`config.mk`:
```
export PLATFORM = sky130hd
export DESIGN_NAME = casc_match_arbiter
export DESIGN_NICKNAME = d
export VERILOG_FILES = /design/src/rtl/casc_pkg.sv /design/src/rtl/casc_local_stage.sv /design/src/rtl/casc_upstream_mask.sv /design/src/rtl/casc_drive_stage.sv /design/src/rtl/casc_match_arbiter.sv
export SDC_FILE = /design/constraint.sdc
export NUM_CORES = 1
export LEC_CHECK = 0
export ABC_AREA = 1
export ABC_CLOCK_PERIOD_IN_PS = 1050
export BUFFER_PORTS_ARGS = -buffer_cell sky130_fd_sc_hd__buf_2
export CAP_MARGIN = 10
export CORE_MARGIN = 4
export CORE_UTILIZATION = 45
export DETAILED_ROUTE_END_ITERATION = 10
export MAX_ROUTING_LAYER = met4
export PLACE_DENSITY = 0.76
export SYNTH_ARGS = -nofsm -noshare
export SYNTH_HDL_FRONTEND = slang
export SYNTH_HIERARCHICAL = 1
export SYNTH_SLANG_ARGS = --single-unit
```
`constraint.sdc`:
```
create_clock -name clk -period 1.05 [get_ports clk]
set_input_delay 0.105 -clock clk [delete_from_list [all_inputs] [get_ports clk]]
set_output_delay 0.105 -clock clk [all_outputs]
set_load 0.05 [all_outputs]
```
`src/rtl/casc_pkg.sv`:
```
package casc_pkg;
    parameter int CASC_MAX_DEV = 8;
    parameter int CASC_NUM_SEG = 4;
    parameter int CASC_LOC_W   = 15;
    parameter int CASC_TYPE_W  = 2;
    localparam int CASC_DEV_AW = $clog2(CASC_MAX_DEV);
    localparam int CASC_IDX_W  = CASC_DEV_AW + CASC_TYPE_W + CASC_LOC_W;

    // first stage: local lookup outcome
    typedef struct packed {
        logic                   valid;
        logic                   hit;
        logic                   multi;
        logic [CASC_TYPE_W-1:0] ltype;
        logic [CASC_LOC_W-1:0]  loc;
    } casc_local_t;

    // second stage: bus decision
    typedef struct packed {
        logic                  drive;
        logic                  valid;
        logic                  hit;
        logic                  multi;
        logic                  sram_ce;
        logic [CASC_IDX_W-1:0] idx;
    } casc_drive_t;
endpackage

```
`src/rtl/casc_local_stage.sv`:
```
module casc_local_stage
    import casc_pkg::*;
(
    input  logic                    clk,
    input  logic                    rst_n,
    input  logic                    lk_valid,
    input  logic [CASC_NUM_SEG-1:0] seg_hit,
    input  logic [CASC_NUM_SEG-1:0] seg_multi,
    input  logic [CASC_LOC_W-1:0]   lk_loc,
    input  logic [CASC_TYPE_W-1:0]  lk_type,
    output casc_local_t             s1_q,
    output logic                    match_out
);
    localparam int CNT_W = $clog2(CASC_NUM_SEG + 1);

    casc_local_t    s1_d;
    logic [CNT_W-1:0] hit_cnt;

    always_comb begin
        hit_cnt = '0;
        for (int s = 0; s < CASC_NUM_SEG; s++) begin
            hit_cnt = hit_cnt + CNT_W'(seg_hit[s]);
        end
    end

    always_comb begin
        s1_d       = s1_q;
        s1_d.valid = lk_valid;
        s1_d.hit   = lk_valid && (seg_hit != '0);
        s1_d.multi = lk_valid && (seg_hit != '0) &&
                     ((seg_multi != '0) || (hit_cnt > CNT_W'(1)));
        if (lk_valid) begin
            s1_d.ltype = lk_type;
            s1_d.loc   = lk_loc;
        end
    end

    always_ff @(posedge clk) begin
        if (!rst_n) begin
            s1_q <= '0;
        end else begin
            s1_q <= s1_d;
        end
    end

    assign match_out = s1_q.hit;


    match_follows_hit_chk: assert property (@(posedge clk) disable iff (!rst_n)
        (lk_valid && (seg_hit != '0)) |=> match_out);


    no_match_without_lookup_chk: assert property (@(posedge clk) disable iff (!rst_n)
        !lk_valid |=> !match_out);
endmodule

```
`src/rtl/casc_upstream_mask.sv`:
```
module casc_upstream_mask
    import casc_pkg::*;
(
    input  logic [CASC_MAX_DEV-1:0] match_in,
    input  logic [CASC_DEV_AW-1:0]  dev_addr,
    output logic                    up_any
);
    logic [CASC_MAX_DEV-1:0] eligible;

    for (genvar k = 0; k < CASC_MAX_DEV; k++) begin : g_line
        // only devices with a smaller address outrank this one
        assign eligible[k] = match_in[k] && (CASC_DEV_AW'(k) < dev_addr);
    end

    assign up_any = |eligible;


    top_device_ignores_lines_chk: assert final ((dev_addr != '0) || !up_any);
endmodule

```
`src/rtl/casc_drive_stage.sv`:
```
module casc_drive_stage
    import casc_pkg::*;
(
    input  logic                   clk,
    input  logic                   rst_n,
    input  casc_local_t            s1_q,
    input  logic                   up_any,
    input  logic [CASC_DEV_AW-1:0] dev_addr,
    input  logic                   last_dev,
    input  logic                   last_sram,
    output casc_drive_t            s2_q
);
    casc_drive_t s2_d;

    always_comb begin
        s2_d         = s2_q;
        s2_d.valid   = 1'b0;
        s2_d.hit     = 1'b0;
        s2_d.multi   = 1'b0;
        s2_d.sram_ce = 1'b0;
        if (s1_q.valid) begin
            s2_d.drive   = 1'b0;
            s2_d.multi   = s1_q.hit && (s1_q.multi || up_any);
            s2_d.sram_ce = last_sram && (s1_q.hit || up_any);
            if (!up_any && s1_q.hit) begin
                s2_d.drive = 1'b1;
                s2_d.valid = 1'b1;
                s2_d.hit   = 1'b1;
                s2_d.idx   = {dev_addr, s1_q.ltype, s1_q.loc};
            end else if (!up_any && last_dev) begin
                s2_d.drive = 1'b1;
                s2_d.valid = 1'b1;
                s2_d.idx   = {dev_addr, s1_q.ltype, {CASC_LOC_W{1'b0}}};
            end
        end else begin
            // idle: SRAM owner keeps the bus from floating
            s2_d.drive = last_sram;
        end
    end

    always_ff @(posedge clk) begin
        if (!rst_n) begin
            s2_q <= '0;
        end else begin
            s2_q <= s2_d;
        end
    end


    winner_drives_chk: assert property (@(posedge clk) disable iff (!rst_n)
        (s1_q.valid && s1_q.hit && !up_any) |=> (s2_q.drive && s2_q.hit && s2_q.valid));


    yield_to_upstream_chk: assert property (@(posedge clk) disable iff (!rst_n)
        (s1_q.valid && up_any) |=> (!s2_q.drive && !s2_q.valid));


    cross_multi_chk: assert property (@(posedge clk) disable iff (!rst_n)
        (s1_q.valid && s1_q.hit && up_any) |=> s2_q.multi);


    idle_hold_chk: assert property (@(posedge clk) disable iff (!rst_n)
        (!s1_q.valid && last_sram) |=> (s2_q.drive && !s2_q.valid && $stable(s2_q.idx)));


    sram_owner_only_chk: assert property (@(posedge clk) disable iff (!rst_n)
        s2_q.sram_ce |-> $past(last_sram));
endmodule

```
`src/rtl/casc_match_arbiter.sv`:
```
module casc_match_arbiter
    import casc_pkg::*;
(
    input  logic                    clk,
    input  logic                    rst_n,
    input  logic                    lk_valid,
    input  logic [CASC_NUM_SEG-1:0] seg_hit,
    input  logic [CASC_NUM_SEG-1:0] seg_multi,
    input  logic [CASC_LOC_W-1:0]   lk_loc,
    input  logic [CASC_TYPE_W-1:0]  lk_type,
    input  logic [CASC_MAX_DEV-1:0] match_in,
    input  logic [CASC_DEV_AW-1:0]  dev_addr,
    input  logic                    last_dev,
    input  logic                    last_sram,
    output logic                    match_out,
    output logic                    idx_drive,
    output logic [CASC_IDX_W-1:0]   idx,
    output logic                    idx_valid,
    output logic                    idx_hit,
    output logic                    multi_out,
    output logic                    sram_ce
);
    casc_local_t s1_q;
    casc_drive_t s2_q;
    logic        up_any;

    casc_local_stage u_local (
        .clk       (clk),
        .rst_n     (rst_n),
        .lk_valid  (lk_valid),
        .seg_hit   (seg_hit),
        .seg_multi (seg_multi),
        .lk_loc    (lk_loc),
        .lk_type   (lk_type),
        .s1_q      (s1_q),
        .match_out (match_out)
    );

    casc_upstream_mask u_mask (
        .match_in (match_in),
        .dev_addr (dev_addr),
        .up_any   (up_any)
    );

    casc_drive_stage u_drive (
        .clk       (clk),
        .rst_n     (rst_n),
        .s1_q      (s1_q),
        .up_any    (up_any),
        .dev_addr  (dev_addr),
        .last_dev  (last_dev),
        .last_sram (last_sram),
        .s2_q      (s2_q)
    );

    assign idx_drive = s2_q.drive;
    assign idx       = s2_q.idx;
    assign idx_valid = s2_q.valid;
    assign idx_hit   = s2_q.hit;
    assign multi_out = s2_q.multi;
    assign sram_ce   = s2_q.sram_ce;


    multi_implies_hit_chk: assert property (@(posedge clk) disable iff (!rst_n)
        multi_out |-> $past(match_out));
endmodule

```
**Word-level counts from Yosys, hierarchy flattened**

Cells that the tools add are included.

- Flip-flop bits (word level): 45
- Bits of input ports: 41
- Output and inout bits: 26
- Logic and storage cells: 53

- Add/subtract/negate cells: 3
- $lt $le $gt $ge: 9
- Mux-type cells: 6
- Reductions and logical operators: 24

Operators with widths:

| cell | number |
|---|---|
| two-way mux 20 bit | 2 |
| logical AND 1 bit | 14 |
| less-than comparator 3 bit, first input constant | 4 |
| nonzero test 4 bit | 2 |
| OR reduction 8 bit | 1 |
| adder 3 x 1 -> 3 bit | 2 |
| less-than comparator 1 x 3 -> 1 bit, first input constant | 2 |
| less-than comparator 2 x 3 -> 1 bit, first input constant | 2 |
| two-way mux 2 bit | 2 |
| AND reduction 2 bit | 2 |
| > comparator 3 x 1 -> 1 bit, second input constant | 1 |
| logical OR 1 bit | 3 |
| adder 1 x 1 -> 2 bit | 1 |
| two-way mux 1 bit | 2 |
| nonzero test 2 bit | 1 |
| logical NOT 1 bit | 1 |

**Logic depth before layout (Yosys ltp)**

Gate-level depths: netlist of run 1.

- Depth in word-level cells: 8
- Mapped depth: 12
- Gate-level depth less buffers: 11

**By module**

The synthesis of run 1 kept the hierarchy.

Modules (own cells, without submodules):

| module | instances | cells each | area each (sq um) | seq. area each (sq um) |
|---|---|---|---|---|
| casc_drive_stage | 1 | 175 | 1126.1 | 500.5 |
| casc_local_stage | 1 | 96 | 778.2 | 400.4 |
| casc_upstream_mask | 1 | 18 | 70.1 | 0.0 |

**Worst setup path before layout of run 1**

OpenSTA, ideal clock, no wires.

- Path kind: register -> register
- Start point: register u_local/match_out (netlist name)
- End point: register u_drive/s2_q[0] (netlist name)
- Setup time: 0.113 ns
- Arrival time: 1.351 ns
- Data required time: 0.937 ns
- Slack: -0.414 ns
- Cell stages (with the launch flop): 8
- Buffers on the path: 2
- Clock period less this slack: 1.464 ns
- Cell sequence: dfxtp_1 > buf_4 > inv_2 > nand2_2 > nand2_4 > buf_2 > nor2_1 > nor2_1

- Longest elaborated chain between the ends: 3
- Elaborated cells between the ends (all ways): 4
- Those cells by class: 1 x mux; 3 x reduce/logical

RTL lines:

| what | RTL line | RTL |
|---|---|---|
| logical AND 1 bit (*) | casc_drive_stage.sv:25 | `if (!up_any && s1_q.hit) begin` |
| nonzero test 2 bit (no line) | n/a |  |
| AND reduction 2 bit (no line) | n/a |  |

Mark *: on every way between the ends. The rest lies on a longest branch, timed or not.
A chain may end at the register's enable or synchronous reset.

**Worst setup path after layout of run 1**

- Start point: input dev_addr[0]
- End point: register u_drive/s2_q[11] (netlist name)

- Longest elaborated chain between the ends: 7
- Elaborated cells between the ends (all ways): 23
- Those cells by class: 8 x order compare; 1 x mux; 14 x reduce/logical

RTL lines:

| what | RTL line | RTL |
|---|---|---|
| from (decl) | casc_match_arbiter.sv:12 | `input logic [CASC_DEV_AW-1:0] dev_addr,` |
| less-than comparator 1 x 3 -> 1 bit, or another cell as far along | casc_upstream_mask.sv:12 | `assign eligible[k] = match_in[k] && (CASC_DEV_AW'(k) < dev_addr);` |
| logical AND 1 bit | casc_upstream_mask.sv:12 |  |
| OR reduction 8 bit (*) | casc_upstream_mask.sv:15 | `assign up_any = \|eligible;` |
| via up_any | casc_match_arbiter.sv:25 | `logic up_any;` |
| logical NOT 1 bit (*) | casc_drive_stage.sv:25, casc_drive_stage.sv:30 |  |
| logical AND 1 bit (on tied branches) | casc_drive_stage.sv:30, casc_drive_stage.sv:25 |  |
| nonzero test 2 bit (no line) | n/a |  |
| AND reduction 2 bit (no line) | n/a |  |

The timed path passes the listed nets; every way through them passes the cells marked *.

==> results.cfg, run 1 <==
[outcome]
run_status = finished, final reports clean

[synthesis]
synth_cell_types = 21
postSynthNetCount = 332
syn_avg_cell_area_um2 = 6.83
syn_area_um2 = 1970
synthCells = 289
ys_warn_count = 6
synth-seq-cells = 45
seq_area_frac_synth_pct = 45.6

[placed_design]
hpwl_um = 3060
pre_cts_slack_ns = -0.271
place_inst = 401
numPortBuffers = 65
gp_congestion = 0.871

[worst_setup_path]
timing.critical_path.buf_inv = 2
worst-setup-path-type = input pin to flip-flop
cp_top_family = simple AND/OR/NAND/NOR gates
cpMaxStageDelayCell = o21ai_0
path_max_fanout = 7
endpoint_kind = flip-flop
critical_path.cell_chain = buf_2 -> o21ai_0 -> nand2_1 -> nand2_1 -> nand2_2 -> nor2_4 -> buf_4 -> nand2_4 -> nand2_1 -> nand2_1 -> nor2_1
crit_top_cell = nand2_1
setup.worst_path.start_class = input pin
cp_slowest_stage_delay_ns = 0.18
critPathArrivalTime_ns = 1.26
required_ns = 1.28

[sta]
layout_setup_ws_ns = 0.0230
maxSlewViolCount = 0
fin_skew_ns = 0.00515
worst_slew_pin_slew_ns = 0.367
final_hold_viol_count = 0
clock.fmax_ghz = 0.974
timing.final.crit_share_pct = 97.8
rsz0062_at_grt = yes
timing.slew.headroom_pct = 75.5
finalSetupViolCount = 0
post-route-min-period_ns = 1.03

[routing]
vias = 1833
final_antenna_net_count = 0
wl_per_cell_um = 10.5
viasPerCell = 4.44
dr.first_iter.drc_count = 100
drc = 0
first_pass_iters = 4
wirelength_um = 4330

[final_layout]
drive_gt1_share_pct = 27.5
fill_cells = 396
fin_cells = 413
diodes = 0
layout_commonest_cell = nor2_1
syn2layout_area_growth_pct = 29.3
mostFrequentLayoutCells = 98 x nor2_1, 61 x buf_2, 54 x nand2_1
nets = 406

[floorplan]
dieArea_um2 = 5510
initial_core_util_pct = 48.0
num_rows = 23
die_h_um = 74.2
die_x_um = 74.2
ios = 67
core_um2 = 4120

[cts]
cts_buffers = 5
clkSinkCount = 45
cts-root-buf = clkbuf_8
htreeDepth = 2
tritoncts = yes
clock_latency_ns = 0.29
clk_pin_slew_ns = 0.07
clk_path_buf_depth = 2

[grt]
grtUsageTotal_pct = 16.9
gr-usage-met2_pct = 25.9
gr-usage-met3_pct = 4.86
grtUsageMet1_pct = 21.1
grt_pass1_wl_um = 6890
top_usage_layer = met2
antenna_found_initial = 0
grt_overflow = 0
grt_pass1_vias = 1603
grt_max_degree = 31

[flow_run]
maxCapViolCount = 0

[power]
cellPowerDensity_nw_per_um2 = 1310
irDropWorstVdd_uv = 864
power_uw = 3350
leakage_uw = 0.00139

[hold_path]
hp-class = input pin to flip-flop
## cell type report
cell class,count,area [um^2],share of cell area (%)
Timing Repair Buffer,76,475,18.6
Clock buffer,6,72.6,2.84
Multi-Input combinational cell,193,867,34.0
Clock inverter,1,5.00,0.196
Tap cell,50,62.6,2.45
Inverter,42,165,6.47
Sequential cell,45,906,35.5
## final timing paths
kind	from	end	slack, ns	depth (start not counted)
hold reg to reg	u_local/s1_q[17]$_SDFF_PN0_	u_drive/s2_q[21]$_SDFF_PN0_	0.48	2
setup reg to reg	u_local/match_out$_SDFF_PN0_	u_drive/s2_q[11]$_SDFFE_PN0P_	0.04	7
hold / removal	lk_loc[1]	u_local/s1_q[1]$_SDFFE_PN0P_	0.03	3
setup / recovery	dev_addr[0]	u_drive/s2_q[11]$_SDFFE_PN0P_	0.02	11
## through the flow
stage	hold slack [ns]	area, um^2	setup TNS (ns)	utilization [%]
2_1_floorplan	0.232	2000	-0.586	-
3_3_place_gp	0.329	2360	-3.79	57.4
3_5_place_dp	0.332	2360	-5.34	57.4
4_1_cts	0.0199	2450	0	59.6
5_1_grt	0.0307	2550	-0.650	62.1
6_report	0.0310	2550	0	62.1
## sequential cells by signal, indices dropped and copies added, names as in the netlist
register           cells
u_local/match_out      1
u_drive/s2_q          25
u_local/s1_q          19
## cells by family after synthesis
| family | count (synthesis) | share of synthesized area (%) |
|---|---|---|
| buffers and inverters | 53 | 13.2 |
| flip-flops | 45 | 45.6 |
| AND/OR/NAND/NOR | 167 | 34.0 |
| adder cells (fa/ha/maj) | 2 | 1.65 |
| AO/OA/AOI/OAI | 22 | 5.58 |
## timing repair
action	4_1_cts	5_1_grt
buffers inserted	0	3
pin swaps	0	4
setup endpoints to repair	2	23
resized for setup	2	13
cloned	0	2
hold buffers	0	0
## power breakdown
group | internal (uW) | switching [uW] | total, uW
sequential | 1780 | 41.4 | 1820
combinational | 207 | 332 | 539
clock | 452 | 535 | 988
total | 2440 | 909 | 3350
## routing by layer
metal	wire length (um)	part of all wire, %
met5	0	0
met4	89	2.1
met3	291	6.7
met2	1970	46
met1	1980	46
## worst reg2reg max path, stage by stage, from the launching register on
cell and delay (ns):
dfxtp_4 0.37, inv_2 0.07, nand2_4 0.08, buf_12 0.14, nand2_4 0.10, nand2_1 0.07, nand2_1 0.06, nor2_1 0.04
## Yosys cell counts
cell      instances  share of area, %
nor2_1          100                19
nand2_1          55                10
dfxtp_1          45                46
inv_1            38               7.2
o21ai_1          11               2.8
o21ai_0          10               2.5
buf_6             6               3.4
nand3b_1          5               1.9
inv_2             3              0.57
buf_4             2              0.76
clkbuf_1          2              0.38
nand2_2           2              0.63
nand3_1           2              0.51
a21oi_1           1              0.25
buf_2             1              0.25
fa_1              1               1.0
ha_1              1              0.63
inv_8             1              0.57
nand2_4           1              0.57
nor2_2            1              0.32
nor2_4            1              0.57
Note: power is estimated with default switching activity, not from simulation.
==> run 2, diff against run 1 <==
--- a/config.mk
+++ b/config.mk
@@ -13,7 +13,7 @@
 export CORE_UTILIZATION = 45
 export DETAILED_ROUTE_END_ITERATION = 10
 export MAX_ROUTING_LAYER = met4
-export PLACE_DENSITY = 0.76
+export PLACE_DENSITY_LB_ADDON = 0.12
 export SYNTH_ARGS = -nofsm -noshare
 export SYNTH_HDL_FRONTEND = slang
 export SYNTH_HIERARCHICAL = 1
==> results.cfg, run 2 (same netlist as run 1, synthesis figures left out) <==
[outcome]
run_status = finished, final reports clean

[worst_setup_path]
reg2reg_depth = 6
path_max_fanout = 15
setup.worst_path.start_class = flip-flop
required_ns = 1.25
r2r-end = u_drive/s2_q[11]$_SDFFE_PN0P_
cp_slowest_stage_delay_ns = 0.34
critical_path.cell_chain = inv_2 -> nor2_4 -> buf_12 -> nand2_4 -> nor2_1 -> nor2_1
r2r-start = u_local/s1_q[19]$_SDFF_PN0_
endpoint_kind = flip-flop
cp_top_family = simple AND/OR/NAND/NOR gates
cpMaxStageDelayCell = dfxtp_2
r2r_slack_ns = 0.03
critPathArrivalTime_ns = 1.22
crit_top_cell = nor2_1
timing.critical_path.buf_inv = 2
worst-setup-path-type = flip-flop to flip-flop

[power]
irDropWorstVdd_uv = 759
combinationalPowerShare_pct = 15.7
p_clk_share_pct = 31.4
power_switching_uw = 937
power_frac_seq_pct = 52.9
internal-power_uw = 2510
p_sw_share_pct = 27.2
cellPowerDensity_nw_per_um2 = 1340
power_uw = 3450
leakage_uw = 0.00140

[sta]
fin_skew_ns = 0.00430
fin_setup_tns_ns = 0
timing.final.crit_share_pct = 97.6
timing.slew.headroom_pct = 77.0
clock.fmax_ghz = 0.976
final_hold_viol_count = 0
finalSetupViolCount = 0
post-route-min-period_ns = 1.02
rsz0062_at_grt = yes
maxSlewViolCount = 0
worst_slew_pin_slew_ns = 0.345

[floorplan]
core_um2 = 4120
die_x_um = 74.2
ios = 67
dieArea_um2 = 5510
initial_core_util_pct = 48.0
num_rows = 23
die_h_um = 74.2

[routing]
wirelength_um = 4240
wl_per_cell_um = 10.2
wl_met1_um = 2060
top_layer = met4
viasPerCell = 4.30
dr.first_iter.drc_count = 112
final_antenna_net_count = 0
vias = 1782
drc = 0
wl_met3_um = 225
first_pass_iters = 4
wl_met2_um = 1900

[final_layout]
fin_area_um2 = 2580
largest_reg_flops = 25
top_register = u_drive/s2_q
drive_gt1_share_pct = 29.7
layout_commonest_cell = nor2_1
fin_cells = 414
diodes = 0
nets = 407
utilization_pct = 62.6
syn2layout_area_growth_pct = 30.5
mostFrequentLayoutCells = 92 x nor2_1, 63 x buf_2, 53 x nand2_1

[grt]
antenna_found_initial = 0
grt_pass1_vias = 1627
grtUsageTotal_pct = 16.6
grt_max_degree = 35
grt_pass1_wl_um = 6840
grt_overflow = 0

[hold_path]
worstHoldStart = lk_loc[1]
hp-class = input pin to flip-flop
hold_depth = 3
holdPathEnd = u_local/s1_q[1]$_SDFFE_PN0P_

[cts]
htreeDepth = 2
cts_buffers = 5
tritoncts = yes
ctsHoldBuffers = 0
clock_latency_ns = 0.29
clk_pin_slew_ns = 0.08
cts-root-buf = clkbuf_8
clk_path_buf_depth = 2
clkSinkCount = 45

[placed_design]
numPortBuffers = 65
place_inst = 404
gp_congestion = 0.750
place_area_um2 = 2390
hpwl_um = 3070

[flow_run]
maxCapViolCount = 0
-- run 2: power groups by stage --
stage / sequential (uW) / combinational [uW] / clock [uW]
after floorplan: 1950 / 250 / 0
after global placement: 1860 / 503 / 0
after detailed placement: 1860 / 508 / 0
after CTS: 1820 / 516 / 1120
after global routing: 1830 / 607 / 1170
final: 1820 / 541 / 1080
-- run 2: layout make-up --
type | count | area [um^2]
fill | 406 | 1540
clock buffer | 6 | 82.6
tap | 50 | 62.6
timing repair buffer | 77 | 469
sequential | 45 | 906
multi-input combinational | 193 | 885
clock inverter | 1 | 7.51
inverter | 42 | 165
-- run 2: stage by stage --
| stage | setup WS (ns) | hold WS, ns |
|---|---|---|
| finish | 0.0257 | 0.0286 |
| global route | -0.0367 | 0.0291 |
| CTS | 0.00533 | 0.0182 |
| detailed placement | -0.301 | 0.331 |
| global placement | -0.276 | 0.328 |
| floorplan | -0.0422 | 0.232 |
-- run 2: worst max-delay path by stage --
stage                                            start                            end  slack, ns  cells after the start
after floorplan           u_local/match_out$_SDFF_PN0_   u_drive/s2_q[0]$_SDFFE_PN0P_      -0.04                      6
after global placement                     dev_addr[0]  u_drive/s2_q[17]$_SDFFE_PN0P_      -0.28                     11
after detailed placement                   dev_addr[0]  u_drive/s2_q[18]$_SDFFE_PN0P_      -0.30                     11
after CTS                                  dev_addr[0]  u_drive/s2_q[18]$_SDFFE_PN0P_      0.005                     11
after global routing                       match_in[1]   u_drive/s2_q[8]$_SDFFE_PN0P_      -0.04                     13
final                      u_local/s1_q[19]$_SDFF_PN0_  u_drive/s2_q[11]$_SDFFE_PN0P_       0.03                      6
-- run 2: timing repair --
| item | 4_1_cts | 5_1_grt |
|---|---|---|
| setup buffers | 0 | 1 |
| pin swaps | 0 | 6 |
| cloned | 0 | 2 |
| resized for setup | 2 | 18 |
| endpoints found under the setup margin | 3 | 21 |
-- run 2: worst reg2reg max path, cell delays in order, from the launching register on --
cell	delay [ns]
dfxtp_2	0.34
inv_2	0.05
nor2_4	0.10
buf_12	0.14
nand2_4	0.12
nor2_1	0.13
nor2_1	0.05
-- run 2: per-layer routing --
| metal | up-vias | GRT usage [%] |
|---|---|---|
| met2 | 37 | 25.0 |
| met5 | - | - |
| met3 | 6 | 3.24 |
| met1 | 736 | 21.7 |
| li1 | 1003 | - |
| met4 | 0 | 7.11 |
